<file path="config.mk">
export PLATFORM = sky130hd
export DESIGN_NAME = restart_supervisor
export DESIGN_NICKNAME = d
export VERILOG_FILES = /design/src/rtl/rs_pkg.sv /design/src/rtl/rs_debounce.sv /design/src/rtl/rs_line_qual.sv /design/src/rtl/rs_fsm.sv /design/src/rtl/restart_supervisor.sv
export SDC_FILE = /design/constraint.sdc
export NUM_CORES = 1
export LEC_CHECK = 0
export BUFFER_PORTS_ARGS = -buffer_cell sky130_fd_sc_hd__buf_4
export CORE_MARGIN = 2
export CORE_UTILIZATION = 65
export CTS_BUF_LIST = sky130_fd_sc_hd__clkbuf_4
export CTS_CLUSTER_DIAMETER = 50
export DETAILED_ROUTE_END_ITERATION = 12
export GPL_TIMING_DRIVEN = 0
export MAX_ROUTING_LAYER = met4
export PLACE_DENSITY = 0.91
export SYNTH_ARGS = -nofsm -noshare
export SYNTH_HDL_FRONTEND = slang
export SYNTH_SLANG_ARGS = --single-unit
</file>
<file path="constraint.sdc">
create_clock -name clk_i -period 2.95 [get_ports clk_i]
set_input_delay 0 -clock clk_i [delete_from_list [all_inputs] [get_ports clk_i]]
set_output_delay 0 -clock clk_i [all_outputs]
set_load 0.02 [all_outputs]
</file>
<file path="src/rtl/rs_pkg.sv">
package rs_pkg;
  typedef enum logic [4:0] {
    ST_OFF   = 5'b00001,
    ST_CHG   = 5'b00010,
    ST_RUN   = 5'b00100,
    ST_FDIS  = 5'b01000,
    ST_FSLOW = 5'b10000
  } rs_state_e;
endpackage

</file>
<file path="src/rtl/rs_debounce.sv">
module rs_debounce #(
  parameter int TW    = 21,
  parameter int LIMIT = 1000
) (
  input  logic clk_i,
  input  logic rst_ni,
  input  logic tick_i,
  input  logic cond_i,
  output logic expired_o
);
  localparam logic [TW-1:0] LIM = TW'(LIMIT);

  logic [TW-1:0] cnt_q;

  always_ff @(posedge clk_i or negedge rst_ni) begin
    if (!rst_ni)                    cnt_q <= '0;
    else if (!cond_i)               cnt_q <= '0;
    else if (tick_i && cnt_q != LIM) cnt_q <= cnt_q + 1'b1;
  end

  assign expired_o = (cnt_q == LIM);

  assert_restart_R7: assert property (@(posedge clk_i) disable iff (!rst_ni)
    !cond_i |=> (cnt_q == '0));
  assert_hold_R7: assert property (@(posedge clk_i) disable iff (!rst_ni)
    (cond_i && expired_o) |=> expired_o || !$past(cond_i));
endmodule

</file>
<file path="src/rtl/rs_line_qual.sv">
module rs_line_qual #(
  parameter int DW       = 10,
  parameter int TW       = 21,
  parameter int BI_CODE  = 456,
  parameter int BO_CODE  = 396,
  parameter int BO_TICKS = 1200000
) (
  input  logic          clk_i,
  input  logic          rst_ni,
  input  logic          tick_i,
  input  logic [DW-1:0] vline_i,
  output logic          line_ok_o
);
  localparam logic [DW-1:0] BI = DW'(BI_CODE);
  localparam logic [DW-1:0] BO = DW'(BO_CODE);

  logic low_line, bo_expired;

  assign low_line = (vline_i < BO);

  rs_debounce #(.TW(TW), .LIMIT(BO_TICKS)) u_bo (
    .clk_i, .rst_ni, .tick_i,
    .cond_i   (low_line),
    .expired_o(bo_expired)
  );

  always_ff @(posedge clk_i or negedge rst_ni) begin
    if (!rst_ni)          line_ok_o <= 1'b0;
    else if (vline_i >= BI) line_ok_o <= 1'b1;
    else if (bo_expired)  line_ok_o <= 1'b0;
  end

  assert_brownin_R2: assert property (@(posedge clk_i) disable iff (!rst_ni)
    (vline_i >= BI) |=> line_ok_o);
  assert_no_brownin_R10: assert property (@(posedge clk_i) disable iff (!rst_ni)
    (!line_ok_o && vline_i < BI) |=> !line_ok_o);
endmodule

</file>
<file path="src/rtl/rs_fsm.sv">
module rs_fsm
  import rs_pkg::*;
#(
  parameter int DW      = 10,
  parameter int ON_CODE  = 480,
  parameter int MID_CODE = 360,
  parameter int OFF_CODE = 240
) (
  input  logic          clk_i,
  input  logic          rst_ni,
  input  logic [DW-1:0] vsup_i,
  input  logic          line_ok_i,
  input  logic          trip_i,
  output rs_state_e     state_o,
  output logic          sw_en_o,
  output logic          chg_en_o,
  output logic          sink_en_o
);
  localparam logic [DW-1:0] VON  = DW'(ON_CODE);
  localparam logic [DW-1:0] VMID = DW'(MID_CODE);
  localparam logic [DW-1:0] VOFF = DW'(OFF_CODE);

  rs_state_e state_q, state_d;

  always_comb begin
    state_d = state_q;
    unique case (state_q)
      ST_OFF:   if (line_ok_i) state_d = ST_CHG;
      ST_CHG:   if (!line_ok_i) state_d = ST_OFF;
                else if (vsup_i >= VON) state_d = ST_RUN;
      ST_RUN:   if (trip_i) state_d = ST_FDIS;      // fault wins over lockout
                else if (vsup_i <= VOFF) state_d = ST_CHG;
                else if (!line_ok_i) state_d = ST_OFF;
      ST_FDIS:  if (vsup_i <= VMID) state_d = ST_FSLOW;
      ST_FSLOW: if (vsup_i <= VOFF) state_d = ST_CHG;
      default:  state_d = ST_OFF;
    endcase
  end

  always_ff @(posedge clk_i or negedge rst_ni) begin
    if (!rst_ni) state_q <= ST_OFF;
    else         state_q <= state_d;
  end

  assign state_o   = state_q;
  assign sw_en_o   = (state_q == ST_RUN);
  assign chg_en_o  = (state_q == ST_OFF) || (state_q == ST_CHG);
  assign sink_en_o = (state_q == ST_FSLOW);

  assert_onehot_R11: assert property (@(posedge clk_i) disable iff (!rst_ni)
    $countones(state_o) == 1);
  assert_run_entry_R3: assert property (@(posedge clk_i) disable iff (!rst_ni)
    $rose(sw_en_o) |-> ($past(vsup_i) >= VON) && $past(line_ok_i));
  assert_fault_entry_R5: assert property (@(posedge clk_i) disable iff (!rst_ni)
    (sw_en_o && trip_i) |=> (state_o == ST_FDIS));
  assert_slow_hold_R9: assert property (@(posedge clk_i) disable iff (!rst_ni)
    (sink_en_o && vsup_i > VOFF) |=> sink_en_o);
  assert_fault_quiet_R8: assert property (@(posedge clk_i) disable iff (!rst_ni)
    (state_o == ST_FDIS) |-> !sw_en_o && !chg_en_o && !sink_en_o);
endmodule

</file>
<file path="src/rtl/restart_supervisor.sv">
module restart_supervisor
  import rs_pkg::*;
#(
  parameter int DW        = 10,
  parameter int ON_CODE   = 480,
  parameter int MID_CODE  = 360,
  parameter int OFF_CODE  = 240,
  parameter int OVP_CODE  = 960,
  parameter int OLP_CODE  = 872,
  parameter int BI_CODE   = 456,
  parameter int BO_CODE   = 396,
  parameter int OLP_TICKS = 56000,
  parameter int OVP_TICKS = 105000,
  parameter int BO_TICKS  = 1200000
) (
  input  logic          clk_i,
  input  logic          rst_ni,
  input  logic          tick_i,
  input  logic [DW-1:0] vsup_i,
  input  logic [DW-1:0] vfb_i,
  input  logic [DW-1:0] vline_i,
  output logic          sw_en_o,
  output logic          chg_en_o,
  output logic          sink_en_o,
  output logic [4:0]    state_o
);
  localparam int MAXT = (BO_TICKS > OLP_TICKS) ?
                        ((BO_TICKS > OVP_TICKS) ? BO_TICKS : OVP_TICKS) :
                        ((OLP_TICKS > OVP_TICKS) ? OLP_TICKS : OVP_TICKS);
  localparam int TW = $clog2(MAXT + 1);
  localparam int NF = 2;
  localparam logic [DW-1:0] VOVP = DW'(OVP_CODE);
  localparam logic [DW-1:0] VOLP = DW'(OLP_CODE);

  logic          line_ok;
  logic [NF-1:0] fcond, ftrip;
  rs_state_e     state;

  rs_line_qual #(
    .DW(DW), .TW(TW), .BI_CODE(BI_CODE), .BO_CODE(BO_CODE), .BO_TICKS(BO_TICKS)
  ) u_line (
    .clk_i, .rst_ni, .tick_i, .vline_i,
    .line_ok_o(line_ok)
  );

  // index 0: overload/open loop, index 1: rail overvoltage
  assign fcond[0] = sw_en_o && (vfb_i > VOLP);
  assign fcond[1] = sw_en_o && (vsup_i >= VOVP);

  for (genvar g = 0; g < NF; g++) begin : g_fault
    localparam int LIM = (g == 0) ? OLP_TICKS : OVP_TICKS;
    rs_debounce #(.TW(TW), .LIMIT(LIM)) u_db (
      .clk_i, .rst_ni, .tick_i,
      .cond_i   (fcond[g]),
      .expired_o(ftrip[g])
    );
  end

  rs_fsm #(
    .DW(DW), .ON_CODE(ON_CODE), .MID_CODE(MID_CODE), .OFF_CODE(OFF_CODE)
  ) u_fsm (
    .clk_i, .rst_ni, .vsup_i,
    .line_ok_i(line_ok),
    .trip_i   (|ftrip),
    .state_o  (state),
    .sw_en_o, .chg_en_o, .sink_en_o
  );

  assign state_o = state;
endmodule

</file>
[Yosys cells after proc, flatten, opt, wreduce, memory -nomap -nowiden]
Index checks and enable logic that the tools add are counted.
Storage, ports and cells
  register bits: 69
  input port bits: 33
Operators by class
  add/subtract/negate cells: 3
  $lt $le $gt $ge: 7
  eq/ne operators: 19
  mux-type cells: 17
  reductions and logical operators: 9
Operator list (number)
  2-to-1 mux 21 bit: 6
  adder 21 x 1 -> 21 bit (second input constant): 3
  2-to-1 mux 5 bit: 8
  one-hot mux 5 bit (5 select lines): 1
  == test 21 x 16 -> 1 bit (second input constant): 1
  == test 21 x 17 -> 1 bit (second input constant): 1
  == test 21 bit (second input constant): 1
  != test 21 x 16 -> 1 bit (second input constant): 1
  != test 21 x 17 -> 1 bit (second input constant): 1
  != test 21 bit (second input constant): 1
  >= comparator 10 x 9 -> 1 bit (second input constant): 2
  >= comparator 10 bit (second input constant): 1
  greater-than comparator 10 bit (second input constant): 1
  less-or-equal comparator 10 x 8 -> 1 bit (second input constant): 1
  less-or-equal comparator 10 x 9 -> 1 bit (second input constant): 1
  < comparator 10 x 9 -> 1 bit (second input constant): 1
  != test 2 x 1 -> 1 bit (second input constant): 3
  != test 2 bit (second input constant): 3
  == test 5 x 1 -> 1 bit (second input constant): 1
  == test 5 x 2 -> 1 bit (second input constant): 1
  == test 5 x 3 -> 1 bit (second input constant): 1
  == test 5 x 4 -> 1 bit (second input constant): 1
  == test 5 bit (second input constant): 1
  logical AND 1 bit: 5
  7 further kinds: 8

[Longest topological paths before layout]
  depth in word-level cells: 4
  depth in mapped cells: 9
  gate-level depth less buffers: 8

[Cells and area by module]
A second synthesis with hierarchy kept.
Second synthesis, totals
  cell total of the unflattened synthesis: 437
  area total of the unflattened synthesis: 4225.3 um2
Modules (own cells, without submodules)
  rs_debounce (g_fault[0].u_db): instances 1, cells an instance 122, area each 1288.7 um2
  rs_debounce (u_line.u_bo): instances 1, cells an instance 121, area each 1181.1 um2
  rs_debounce (g_fault[1].u_db): instances 1, cells an instance 123, area each 1177.4 um2
  rs_fsm: instances 1, cells an instance 50, area each 436.7 um2
  rs_line_qual: instances 1, cells an instance 10, area each 73.8 um2
  restart_supervisor: instances 1, cells an instance 11, area each 67.6 um2

[Worst setup path after synthesis]
Ideal clock, no wire load.
  kind: register to register
  start point: reg u_fsm.state_q[0], in the netlist u_fsm.state_o[0]
  end point: reg u_fsm.state_q[0], in the netlist u_fsm.state_o[0]
  setup time: 0.083 ns
  arrival: 1.709 ns
  required time: 2.867 ns
  slack: 1.157 ns
  cell stages (with the launch flop): 7
  cell sequence: dfstp_2 > buf_4 > nor3_1 > nand3b_1 > nor2b_1 > or3_4 > o32a_1
On the way
  longest elaborated chain between the ends: 3
  elaborated cells on any way between the ends: 12
  classes of those cells: eq/ne: 10; mux: 1; reduce/logical: 1
RTL lines
  start, declared: RTL line rs_fsm.sv:23  | rs_state_e state_q, state_d;
  start signal, assigned: RTL line rs_fsm.sv:42  | else state_q <= state_d;
  == test 5 x 3 -> 1 bit, or another cell as far along: RTL line rs_fsm.sv:27  | unique case (state_q)
  != test 4 x 2 -> 1 bit (no source line), or another cell as far along
  AND reduction 5 bit (no source line)
Several ways; a longest one is shown, not always the timed one.
A chain may end at the register's enable or synchronous reset.

[Final worst setup path]
  start point: reg u_fsm.state_q[0], in the netlist u_fsm.state_o[0]
  end point: reg g_fault[0].u_db.cnt_q[9]
On the way
  longest elaborated chain between the ends: 3
  elaborated cells on any way between the ends: 4
  classes of those cells: eq/ne: 2; mux: 1; reduce/logical: 1
RTL lines
  == test 5 x 3 -> 1 bit (*): RTL line rs_fsm.sv:46  | assign sw_en_o = (state_q == ST_RUN);
  logical AND 1 bit (*): RTL line restart_supervisor.sv:47  | assign fcond[0] = sw_en_o && (vfb_i > VOLP);
  != test 2 bit (no source line) or 2-to-1 mux 21 bit (tied branches)
  end signal, assigned: RTL line rs_debounce.sv:18  | else if (tick_i && cnt_q != LIM) cnt_q <= cnt_q + 1'b1;
  end, declared: RTL line rs_debounce.sv:13  | logic [TW-1:0] cnt_q;
Mark *: on every way between the ends. The rest lies on a longest branch, timed or not.

==> metrics.txt <==
# TYPE chip_impl_metric gauge
chip_impl_info{name="run_status",value="finished clean"} 1
chip_impl_metric{name="num_antenna_cells",unit=""} 0
chip_impl_metric{name="finalCritPeriodShare",unit=""} 0.761
chip_impl_metric{name="post_cts_hold_buffer_count",unit=""} 10
chip_impl_metric{name="drt_drc_violations_left",unit=""} 0
chip_impl_metric{name="cellPowerDensity",unit="nW/um^2"} 496
chip_impl_metric{name="syn-cell-area",unit="sq um"} 3870
chip_impl_metric{name="ffs_w_async_s_r_synth",unit=""} 1.00
chip_impl_metric{name="die_y",unit="um"} 81.2
chip_impl_metric{name="edff_count_synth",unit=""} 0
chip_impl_info{name="rsz_0062_raised_after_global_routing",value="no"} 1
chip_impl_metric{name="maximum_number_of_pins_on_one_net_before_global_route_repair",unit=""} 70
chip_impl_metric{name="synth_instances",unit=""} 414
chip_impl_metric{name="report.final.setup_viol",unit=""} 0
chip_impl_metric{name="layout.core_utilization",unit=""} 0.779
chip_impl_info{name="final_common_cell",value="sky130_fd_sc_hd__nor2_1"} 1
chip_impl_metric{name="cts_made_buffers",unit=""} 9
chip_impl_info{name="ys_dominant_reg_cell",value="sky130_fd_sc_hd__dfrtp_1"} 1
chip_impl_metric{name="post_route_worst_setup_slack",unit="ps"} 706
chip_impl_metric{name="drt-pass1-iter-count",unit=""} 5
chip_impl_metric{name="synth_cell_type_count",unit=""} 53
chip_impl_metric{name="clock_sinks",unit=""} 69
chip_impl_metric{name="drt_first_iter_violations",unit=""} 220
chip_impl_metric{name="crit_path_max_incr_delay",unit="ps"} 640
chip_impl_metric{name="postSynthAreaPerCell",unit="sq um"} 9.35
chip_impl_metric{name="synth_adder_area_share",unit=""} 0.0194
chip_impl_metric{name="power.static_leakage",unit="nW"} 1.89
chip_impl_info{name="cpMaxStageDelayCell",value="sky130_fd_sc_hd__dlygate4sd3_1"} 1
chip_impl_metric{name="floorplan.die.width",unit="um"} 81.2
chip_impl_info{name="worst_setup_path_type",value="reg -> reg"} 1
chip_impl_metric{name="postSynthNetCount",unit=""} 453
chip_impl_metric{name="cts_post_setup_buffers_inserted",unit=""} 0
chip_impl_metric{name="finalClockSkew",unit="ps"} 20.9
chip_impl_metric{name="first_global_vias",unit=""} 3250
chip_impl_info{name="critPathTopFamily",value="buffers and inverters"} 1
chip_impl_metric{name="grt_first_pass_wirelength",unit="um"} 15200
chip_impl_metric{name="critical_path_arrival",unit="ps"} 2600
chip_impl_metric{name="vdd_drop_max",unit="mV"} 0.376
chip_impl_metric{name="grt_overflow_total",unit=""} 0
chip_impl_metric{name="postCtsResizedCells",unit=""} 0
chip_impl_metric{name="setup_tns",unit="ps"} 0
chip_impl_metric{name="synth.yosys.warnings",unit=""} 0
chip_impl_metric{name="timing.final.hold_violations",unit=""} 0
chip_impl_metric{name="fmax",unit="GHz"} 0.446
chip_impl_metric{name="placed_area",unit="sq um"} 4250
chip_impl_metric{name="coreArea",unit="sq um"} 5850
chip_impl_metric{name="floorplan.rows",unit=""} 28
chip_impl_info{name="clock_tree_from_tritoncts",value="done"} 1
chip_impl_metric{name="clk_transition_reported_paths",unit="ps"} 120
chip_impl_info{name="dominant_combinational_cell_family_by_area_after_synthesis",value="simple AND/OR/NAND/NOR gates"} 1
chip_impl_metric{name="yosys.area_share.xor_xnor",unit=""} 0.129
chip_impl_metric{name="layout-drive-gt1-share",unit=""} 0.157
chip_impl_metric{name="grt_antenna_before_repair",unit=""} 0
chip_impl_metric{name="final.fill_count",unit=""} 384
chip_impl_metric{name="finish.net_count",unit=""} 512
chip_impl_info{name="clock_tree.root_cell",value="sky130_fd_sc_hd__clkbuf_4"} 1
chip_impl_metric{name="worst_ep_required_time",unit="ps"} 3310
chip_impl_metric{name="critical_path.n_buffers_inverters",unit=""} 3
chip_impl_metric{name="post_synth_mux_area_share",unit=""} 0.00775
chip_impl_metric{name="avgViaCountPerCell",unit=""} 6.00
chip_impl_metric{name="ctsHtreeMaxLevel",unit=""} 3
chip_impl_metric{name="gpl.final_weighted_congestion",unit=""} 0.903
chip_impl_metric{name="design.die.area",unit="sq um"} 6590
chip_impl_metric{name="number_of_pins_with_negative_max_slew_slack_in_the_final_report",unit=""} 0
chip_impl_info{name="hold_class",value="in -> reg"} 1
chip_impl_metric{name="preCtsSetupSlack",unit="ps"} 958
chip_impl_metric{name="route.vias.total",unit=""} 3320
chip_impl_metric{name="grtUsageTotal",unit=""} 0.309
chip_impl_metric{name="total_routed_length",unit="um"} 8960
chip_impl_info{name="endpoint_kind_of_the_worst_setup_timing_path",value="flip-flop"} 1
chip_impl_metric{name="worst-path-max-fanout",unit=""} 7
chip_impl_metric{name="detail-route-antenna-nets",unit=""} 0
chip_impl_metric{name="synth_simple_gate_area_share",unit=""} 0.305
chip_impl_metric{name="yosys_register_bits",unit=""} 69
chip_impl_metric{name="io_pins",unit=""} 41
chip_impl_info{name="layout_common_cells",value="71 x sky130_fd_sc_hd__nor2_1, 68 x sky130_fd_sc_hd__dfrtp_1, 40 x sky130_fd_sc_hd__buf_4, 38 x sky130_fd_sc_hd__xor2_1, 28 x sky130_fd_sc_hd__nand2_1"} 1
chip_impl_metric{name="sequential_to_total_area_share_from_yosys_stat",unit=""} 0.446
chip_impl_metric{name="drt-wirelength-per-cell",unit="um"} 16.2
chip_impl_metric{name="timing.max_cap.violations",unit=""} 0
chip_impl_metric{name="initial_utilization",unit=""} 0.662
chip_impl_metric{name="syn_to_final_growth",unit="%"} 17.7
chip_impl_metric{name="dp_hpwl",unit="um"} 5890
chip_impl_metric{name="finalCriticalPeriod",unit="ps"} 2240
chip_impl_metric{name="max_slew_margin",unit=""} 0.439
chip_impl_metric{name="post-route-cell-area",unit="sq um"} 4560
chip_impl_metric{name="tightestPinTransition",unit="ps"} 842
chip_impl_info{name="crit_chain",value="buf_4, nor3_1, nand3b_1, inv_1, o2111ai_1, dlygate4sd3_1, a21oi_1"} 1
chip_impl_metric{name="synth_compound_area_frac",unit=""} 0.0637
chip_impl_metric{name="port-buffer-count",unit=""} 38
chip_impl_metric{name="cts_buffer_depth",unit=""} 2
chip_impl_metric{name="clkLatencyLatePin",unit="ps"} 430
chip_impl_info{name="startpoint_type",value="flip-flop"} 1
-- power by group --
part	internal, mW	leakage, nW	switching [mW]	total (mW)
clock network	0.511	0.108	0.354	0.866
logic	0.177	0.832	0.213	0.390
registers	0.974	0.953	0.0316	1.01
-- final cells by class --
| class | count | area, sq um | area share |
|---|---|---|---|
| well taps | 75 | 93.8 | 0.0206 |
| multi-input cells | 320 | 2030 | 0.446 |
| flip-flops and latches | 69 | 1730 | 0.379 |
| plain buffers | 12 | 62.6 | 0.0137 |
| clock buffers | 9 | 67.6 | 0.0148 |
| inverters | 13 | 48.8 | 0.0107 |
| repair buffers | 48 | 385 | 0.0846 |
| clock inverters | 7 | 138 | 0.0302 |
-- tightest hold or removal path: cells and delay by family --
kind	cells	cell delay (ps)
simple gates	2	270
buf+inv	1	130
compound gates	1	50
-- path summary, 6_finish.rpt --
path / depth (start not counted) / end / startpoint / slack [ps]
worst max-delay path: 7 / g_fault[0].u_db.cnt_q[9] / u_fsm.state_o[0] / 710
worst min-delay path: 4 / g_fault[1].u_db.cnt_q[15] / vsup_i[6] / 40
worst max register to register: 7 / g_fault[0].u_db.cnt_q[9] / u_fsm.state_o[0] / 710
worst min register to register: 2 / g_fault[1].u_db.cnt_q[20] / g_fault[1].u_db.cnt_q[20] / 580
max in group asynchronous: 2 / g_fault[1].u_db.cnt_q[6] / rst_ni / 2190
min in group asynchronous: 2 / u_fsm.state_o[4] / rst_ni / 190
-- through the flow --
| stage | total power, mW | hold slack, ps | cells |
|---|---|---|---|
| 6_report | 2.26 | 39.0 | 553 |
| 4_1_cts | 2.25 | 11.4 | 553 |
| 5_1_grt | 2.33 | 45.5 | 553 |
| 3_5_place_dp | 1.39 | 163 | 527 |
| 2_1_floorplan | 1.24 | -296 | 414 |
| 3_3_place_gp | 1.38 | 157 | 527 |
-- state kept, by name, indices dropped and copies added (netlist names) --
name	flops
u_line.u_bo.cnt_q	21
u_line.line_ok_o	1
g_fault.u_db.cnt_q	42
u_fsm.state_o	5
-- per-layer routing --
metal	vias to the layer above	track usage	part of all wire
met1	1630	0.388	0.44
met5	-	-	0
li1	1572	-	-
met3	21	0.0633	0.043
met2	97	0.505	0.50
met4	0	0.0983	0.018
-- synth_stat cells, types with 2 or more instances --
| cell type | count | area, sq um |
|---|---|---|
| sky130_fd_sc_hd__o2111ai_1 | 2 | 17.5 |
| sky130_fd_sc_hd__buf_4 | 2 | 15.0 |
| sky130_fd_sc_hd__and3_1 | 11 | 68.8 |
| sky130_fd_sc_hd__o211ai_1 | 2 | 15.0 |
| sky130_fd_sc_hd__nand3b_1 | 4 | 30.0 |
| sky130_fd_sc_hd__o31a_1 | 2 | 17.5 |
| sky130_fd_sc_hd__xor2_1 | 38 | 333 |
| sky130_fd_sc_hd__ha_1 | 6 | 75.1 |
| sky130_fd_sc_hd__buf_2 | 2 | 10.0 |
| sky130_fd_sc_hd__nor3b_2 | 2 | 25.0 |
| sky130_fd_sc_hd__nor2b_1 | 5 | 31.3 |
| sky130_fd_sc_hd__nor2_1 | 71 | 267 |
| sky130_fd_sc_hd__and3_2 | 2 | 15.0 |
| sky130_fd_sc_hd__and2_1 | 3 | 18.8 |
| sky130_fd_sc_hd__dfrtp_1 | 68 | 1700 |
| sky130_fd_sc_hd__and4_1 | 2 | 17.5 |
| sky130_fd_sc_hd__mux2i_1 | 3 | 30.0 |
| sky130_fd_sc_hd__nand3_1 | 26 | 130 |
| sky130_fd_sc_hd__inv_1 | 13 | 48.8 |
| sky130_fd_sc_hd__nand4_1 | 23 | 144 |
| sky130_fd_sc_hd__nand2_1 | 28 | 105 |
| sky130_fd_sc_hd__a21oi_1 | 10 | 50.1 |
| sky130_fd_sc_hd__or3_1 | 6 | 37.5 |
| sky130_fd_sc_hd__clkbuf_1 | 7 | 26.3 |
| sky130_fd_sc_hd__nor4_1 | 8 | 50.1 |
| sky130_fd_sc_hd__nor4b_1 | 3 | 26.3 |
| sky130_fd_sc_hd__o21ai_0 | 9 | 45.0 |
| sky130_fd_sc_hd__nor3_1 | 9 | 45.0 |
| sky130_fd_sc_hd__o21bai_1 | 3 | 22.5 |
| sky130_fd_sc_hd__xnor2_1 | 19 | 166 |
| sky130_fd_sc_hd__nor4_2 | 3 | 37.5 |
-- kinds of logic after synthesis --
family,after synthesis
XOR/XNOR,57
AO/OA/AOI/OAI,37
adder cells (fa/ha/maj),6
multiplexers,3
flip-flops,69
AND/OR/NAND/NOR,217
buffers and inverters,25
(Power assumes the default switching activity.)
